<file path="src/rtl/lcd_mux_pkg.sv">
package lcd_mux_pkg;

    localparam logic [1:0] LVL_GND  = 2'b00;
    localparam logic [1:0] LVL_HALF = 2'b01;
    localparam logic [1:0] LVL_FULL = 2'b10;

    typedef enum logic [1:0] {
        ST_STOP  = 2'd0,
        ST_PRIME = 2'd1,
        ST_RUN   = 2'd2
    } seq_state_e;

    typedef struct packed {
        logic stop;
        logic run;
        logic pol;
    } drive_ctx_t;

    function automatic logic [1:0] com_rail(input logic pol);
        return pol ? LVL_GND : LVL_FULL;
    endfunction

    function automatic logic [1:0] seg_rail(input logic on, input logic pol);
        return (on ^ pol) ? LVL_GND : LVL_FULL;
    endfunction

    function automatic logic [1:0] rest_level(input drive_ctx_t ctx);
        return ctx.stop ? LVL_GND : LVL_HALF;
    endfunction

endpackage

</file>
<file path="src/rtl/lcd_seq_ctrl.sv">
module lcd_seq_ctrl
    import lcd_mux_pkg::*;
#(
    parameter int NUM_COM = 4,
    localparam int SLOT_W = (NUM_COM > 1) ? $clog2(NUM_COM) : 1
) (
    input  logic              clk,
    input  logic              rst,
    input  logic              step_tick,
    input  logic              clk_stop,
    output drive_ctx_t        ctx,
    output logic [SLOT_W-1:0] slot,
    output logic              blank
);
    localparam logic [SLOT_W-1:0] LAST_SLOT = SLOT_W'(NUM_COM - 1);

    seq_state_e st;
    logic       pol;

    always_ff @(posedge clk) begin
        if (rst) begin
            st    <= ST_PRIME;
            slot  <= '0;
            pol   <= 1'b0;
            blank <= 1'b1;
        end else if (clk_stop) begin
            st    <= ST_STOP;
            slot  <= '0;
            pol   <= 1'b0;
            blank <= 1'b1;
        end else begin
            case (st)
                ST_STOP: st <= ST_PRIME;
                ST_PRIME: begin
                    if (step_tick) begin
                        st    <= ST_RUN;
                        slot  <= '0;
                        pol   <= 1'b0;
                        blank <= 1'b0;
                    end
                end
                ST_RUN: begin
                    if (step_tick) begin
                        if (slot == LAST_SLOT) begin
                            slot <= '0;
                            pol  <= ~pol;
                        end else begin
                            slot <= slot + 1'b1;
                        end
                    end
                end
                default: st <= ST_PRIME;
            endcase
        end
    end

    always_comb begin
        ctx.stop = clk_stop || (st == ST_STOP);
        ctx.run  = !clk_stop && (st == ST_RUN);
        ctx.pol  = pol;
    end

    AST_SLOT_WRAP: assert property (@(posedge clk) disable iff (rst)
        (st == ST_RUN && step_tick && !clk_stop && slot == LAST_SLOT) |=> (slot == '0 && pol != $past(pol)))
        else $error("slot wrap without parity toggle");

    AST_HOLD_NO_TICK: assert property (@(posedge clk) disable iff (rst)
        (st == ST_RUN && !step_tick && !clk_stop) |=> ($stable(slot) && $stable(pol)))
        else $error("scan moved without tick");

    AST_BLANK_FALL: assert property (@(posedge clk) disable iff (rst)
        $fell(blank) |-> ($past(step_tick) && !$past(clk_stop)))
        else $error("blank cleared without tick");

    AST_STOP_BLANK: assert property (@(posedge clk) disable iff (rst)
        clk_stop |=> blank)
        else $error("blank low after stop");

endmodule

</file>
<file path="src/rtl/lcd_com_drive.sv">
module lcd_com_drive
    import lcd_mux_pkg::*;
#(
    parameter int NUM_COM = 4,
    localparam int SLOT_W = (NUM_COM > 1) ? $clog2(NUM_COM) : 1
) (
    input  drive_ctx_t          ctx,
    input  logic [SLOT_W-1:0]   slot,
    input  logic                disp_en,
    output logic [2*NUM_COM-1:0] com_lvl
);
    for (genvar k = 0; k < NUM_COM; k++) begin : g_com
        always_comb begin
            if (ctx.run && disp_en && slot == SLOT_W'(k))
                com_lvl[2*k +: 2] = com_rail(ctx.pol);
            else
                com_lvl[2*k +: 2] = rest_level(ctx);
        end
    end
endmodule

</file>
<file path="src/rtl/lcd_seg_drive.sv">
module lcd_seg_drive
    import lcd_mux_pkg::*;
#(
    parameter int NUM_COM = 4,
    parameter int NUM_SEG = 18,
    localparam int SLOT_W = (NUM_COM > 1) ? $clog2(NUM_COM) : 1,
    localparam int MAP_W  = NUM_COM * NUM_SEG
) (
    input  drive_ctx_t           ctx,
    input  logic [SLOT_W-1:0]    slot,
    input  logic                 disp_en,
    input  logic [MAP_W-1:0]     seg_map,
    output logic [2*NUM_SEG-1:0] seg_lvl
);
    logic [NUM_SEG-1:0] row;

    always_comb begin
        row = '0;
        for (int c = 0; c < NUM_COM; c++) begin
            if (slot == SLOT_W'(c))
                row = seg_map[c*NUM_SEG +: NUM_SEG];
        end
    end

    for (genvar s = 0; s < NUM_SEG; s++) begin : g_seg
        always_comb begin
            if (ctx.run && disp_en)
                seg_lvl[2*s +: 2] = seg_rail(row[s], ctx.pol);
            else
                seg_lvl[2*s +: 2] = rest_level(ctx);
        end
    end
endmodule

</file>
<file path="src/rtl/lcd_mux_driver.sv">
module lcd_mux_driver
    import lcd_mux_pkg::*;
#(
    parameter int NUM_COM = 4,
    parameter int NUM_SEG = 18,
    localparam int SLOT_W = (NUM_COM > 1) ? $clog2(NUM_COM) : 1,
    localparam int MAP_W  = NUM_COM * NUM_SEG
) (
    input  logic                 clk,
    input  logic                 rst,
    input  logic                 step_tick,
    input  logic                 disp_en,
    input  logic                 clk_stop,
    input  logic [MAP_W-1:0]     seg_map,
    output logic [2*NUM_COM-1:0] com_lvl,
    output logic [2*NUM_SEG-1:0] seg_lvl,
    output logic                 blank_o
);
    drive_ctx_t        ctx;
    logic [SLOT_W-1:0] slot;

    lcd_seq_ctrl #(.NUM_COM(NUM_COM)) u_seq (
        .clk(clk), .rst(rst), .step_tick(step_tick), .clk_stop(clk_stop),
        .ctx(ctx), .slot(slot), .blank(blank_o)
    );

    lcd_com_drive #(.NUM_COM(NUM_COM)) u_com (
        .ctx(ctx), .slot(slot), .disp_en(disp_en), .com_lvl(com_lvl)
    );

    lcd_seg_drive #(.NUM_COM(NUM_COM), .NUM_SEG(NUM_SEG)) u_seg (
        .ctx(ctx), .slot(slot), .disp_en(disp_en), .seg_map(seg_map),
        .seg_lvl(seg_lvl)
    );

    logic [NUM_COM-1:0] com_active;
    logic               any_illegal;

    always_comb begin
        any_illegal = 1'b0;
        for (int k = 0; k < NUM_COM; k++) begin
            com_active[k] = (com_lvl[2*k +: 2] != LVL_HALF);
            if (com_lvl[2*k +: 2] == 2'b11) any_illegal = 1'b1;
        end
        for (int s = 0; s < NUM_SEG; s++)
            if (seg_lvl[2*s +: 2] == 2'b11) any_illegal = 1'b1;
    end

    AST_NO_ILLEGAL_CODE: assert property (@(posedge clk) disable iff (rst)
        !any_illegal)
        else $error("level code 11 driven");

    AST_STOP_ALL_LOW: assert property (@(posedge clk) disable iff (rst)
        clk_stop |-> (com_lvl == '0 && seg_lvl == '0))
        else $error("pins not low in clock stop");

    AST_ONE_ACTIVE_COM: assert property (@(posedge clk) disable iff (rst)
        (ctx.run && disp_en) |-> ($countones(com_active) == 1))
        else $error("not exactly one active common");

    AST_BLANK_HALF: assert property (@(posedge clk) disable iff (rst)
        (blank_o && !clk_stop && !$past(clk_stop)) |-> ($onehot0(com_active) && com_active == '0))
        else $error("common off half while blanked");

endmodule

</file>
<file path="config.mk">
export PLATFORM = sky130hd
export DESIGN_NAME = lcd_mux_driver
export DESIGN_NICKNAME = d
export VERILOG_FILES = /design/src/rtl/lcd_mux_pkg.sv /design/src/rtl/lcd_seq_ctrl.sv /design/src/rtl/lcd_com_drive.sv /design/src/rtl/lcd_seg_drive.sv /design/src/rtl/lcd_mux_driver.sv
export SDC_FILE = /design/constraint.sdc
export NUM_CORES = 1
export LEC_CHECK = 0
export CAP_MARGIN = 40
export CORE_UTILIZATION = 24
export DETAILED_ROUTE_END_ITERATION = 10
export PLACE_DENSITY = 0.7
export SETUP_SLACK_MARGIN = 0.4
export SLEW_MARGIN = 10
export SYNTH_ARGS = -nofsm -noshare
export SYNTH_HDL_FRONTEND = slang
export SYNTH_HIERARCHICAL = 1
export SYNTH_SLANG_ARGS = --single-unit
</file>
<file path="constraint.sdc">
create_clock -name clk -period 2 [get_ports clk]
set_input_delay 0.5 -clock clk [delete_from_list [all_inputs] [get_ports clk]]
set_output_delay 0.5 -clock clk [all_outputs]
set_load 0.03 [all_outputs]
</file>
==> flow_summary.toml <==
[placement]
place_inst = 303
placed_cell_area_sq_um = 2630
portBuffers = 121
gp_congestion = 0.842
dp_hpwl_mm = 3.64
post-place-ws_ps = -378

[sta]
timing.final.crit_share_pct = 112
layout_setup_ws_ps = -236
fin_skew_ps = 6.61
relSlewSlack_pct = 72.9
rsz0062_at_grt = "yes"
setup_violations = 18
worst_slew_pin_slew_ps = 405
fmax_mhz = 447
fin_hold_ws_ps = 435
hold_viol = 0
fin_crit_ps = 2240
tns_ps = -3660
drv_slew = 0

[layout]
fin_util_pct = 63.8
nets = 335
area_delta_synth_final_pct = 148
mostFrequentLayoutCell = "dlygate4sd2_1"
final_cell_mix = "dlygate4sd2_1 (73), buf_6 (31), buf_8 (18), mux4_2 (18), nor2_4 (13)"
stdcell_area_sq_um = 3110
fillers = 425
drive_gt1_share_pct = 57.0
stdcell_count = 324

[floorplanning]
core_sq_um = 4880
row_count = 25
fp.dieH_microns = 74.3
dieArea_sq_um = 5520
die_w_microns = 74.3
io_pins = 122
start_util_pct = 25.7

[routing]
drtIter0Drc = 25
drt_wl_total_mm = 4.83
wl_per_cell_microns = 14.9
vias_per_cell = 4.46
antenna_left = 0
drc_errors = 0
vias = 1445
first_pass_iters = 4

[synthesis]
synthDistinctLibCells = 30
synth_flop_cell = "dfxtp_1"
synthesis.area_sq_um = 1250
netlist_instances = 129
synthTopCellsByArea = "mux4_2 (18%), mux4_1 (17%), xor2_1 (13%)"
ys_ff_latch = 6
synth.top_cell.area_share_pct = 18.0
yosysWarnings = 6
synth_top_area_cell = "mux4_2"
ys_seq_area_share_pct = 9.58
async_reset_ff_share_pct = 0
synth_edf_count = 0
synth_nets = 207
avgSynthCellArea_sq_um = 9.72

[global_route]
grt_overflow = 0
grt_antenna_before_repair = 0
grt_pass1_wl_mm = 7.23
grtUsageTotal_pct = 17.5
first_global_vias = 1427
grt_max_degree = 23

[worst_setup_path]
startpoint_type = "register"
critical_path_class = "register to output port"
timing.rr.start = "u_seq/slot[0]"
max_stage_delay_ps = 530
rr_endpoint = "u_seq/pol"
arrival_ps = 1740
crit_family = "multiplexers"
crit_chain = "buf_12 -> mux4_2 -> xor2_2 -> nor2_4 -> buf_6"
crit_end = "seg_lvl[21]"
cp.depth = 5
worstPathRequired_ps = 1500
reg2regPathDepth = 6
crit_slowest_cell = "mux4_2"
r2r_slack_ps = 550
cp_num_buf_inv = 2
end_kind = "output port"
critPathMaxFanout = 8
startpoint = "u_seq/slot[0]"

[power_and_ir_drop]
leakage_nw = 1.35
ir_drop_v = 0.000310
finalPower_uw = 799
p_per_area_nw_per_um2 = 257

[clock_tree]
postCtsHoldBufs = 0
clk_pin_slew_worst_paths_ps = 40
cts_root_buffer = "clkbuf_8"
cts.sink_count = 6
htree_levels = 1
insertion_delay_ps = 230
cts_made_buffers = 3
cts_max_path_buffers = 2
cts_tree = "done"

[outcome]
status = "finished, violations left"
failed_checks = "negative setup slack"

[job]
cap_violations = 0

[hold_path]
worstHoldPathType = "register to register"
## cells by family (layout without fill, tap and decap cells)
kind of cell               count (synthesis)  in the layout  share of synthesized area, %
muxes                                     18             18                          34.7
AOI/OAI and AO/OA                         17             17                          9.38
xor gates and xnor gates                  18             18                          12.6
buffers and inverters                     30            157                          17.4
other                                      0              1                             0
and+or+nand+nor                           39             39                          15.4
DFF                                        6              6                          9.58
adders and majority gates                  1              1                         0.998
## cells in the mapped netlist (2+ instances only)
master and instances:
nand2b_1 2, nor3_1 4, mux4_2 10, a21oi_1 5, buf_4 18, a21boi_0 2, o21a_1 2, xor2_1 18
dfxtp_1 6, a41oi_1 4, nand2_1 6, buf_2 5, o21bai_1 2, nor2_1 20, buf_6 2, mux4_1 8
inv_2 2
## worst reg2reg max path, stage by stage, from the launching register on
cell and delay, ps:
dfxtp_4 370, buf_4 160, buf_6 140, ha_1 230
and4bb_2 230, a21oi_1 120, o21ai_1 80
## registers in the layout, indices dropped and copies added, names as in the netlist
register     count
u_seq/slot       2
u_seq/st         2
u_seq/blank      1
u_seq/pol        1
## layer usage
layer	vias to the layer above	global-route usage (%)	share of wire, %
met5	-	0	0
li1	702	-	-
met4	0	4.61	0.81
met1	694	22.3	39
met3	5	1.76	3.1
met2	44	31.7	57
## power breakdown
part	switching, mW	leakage [nW]	internal [mW]	total (mW)
Clock	0.0593	0.0228	0.138	0.197
Combinational	0.199	1.28	0.278	0.477
Sequential	0.00240	0.0505	0.123	0.125
Total	0.261	1.35	0.538	0.799
## layout make-up
type | count | area, sq um | share of cell area [%]
Clock buffer | 4 | 45.0 | 1.45
Timing Repair Buffer | 150 | 1650 | 53.1
Multi-Input combinational cell | 93 | 1190 | 38.2
Inverter | 3 | 11.3 | 0.362
Antenna cell | 1 | 2.50 | 0.0804
Sequential cell | 6 | 128 | 4.10
Tap cell | 67 | 83.8 | 2.69
## what timing repair did
item,CTS,global route
pin swaps,24,10
setup endpoints to repair,45,44
setup buffers,12,1
resized for setup,174,3
gates cloned,3,0
## worst min-delay path by stage
stage                     cells past startpoint     endpoint  slack, ps   startpoint
after floorplan                               2    u_seq/pol        480    u_seq/pol
after global placement                        2  u_seq/blank        430  u_seq/blank
after detailed placement                      2  u_seq/blank        430  u_seq/blank
after CTS                                     2  u_seq/blank        440  u_seq/blank
after global routing                          2  u_seq/blank        490  u_seq/blank
final                                         2  u_seq/blank        430  u_seq/blank
Power figures use the tool's default switching activity.
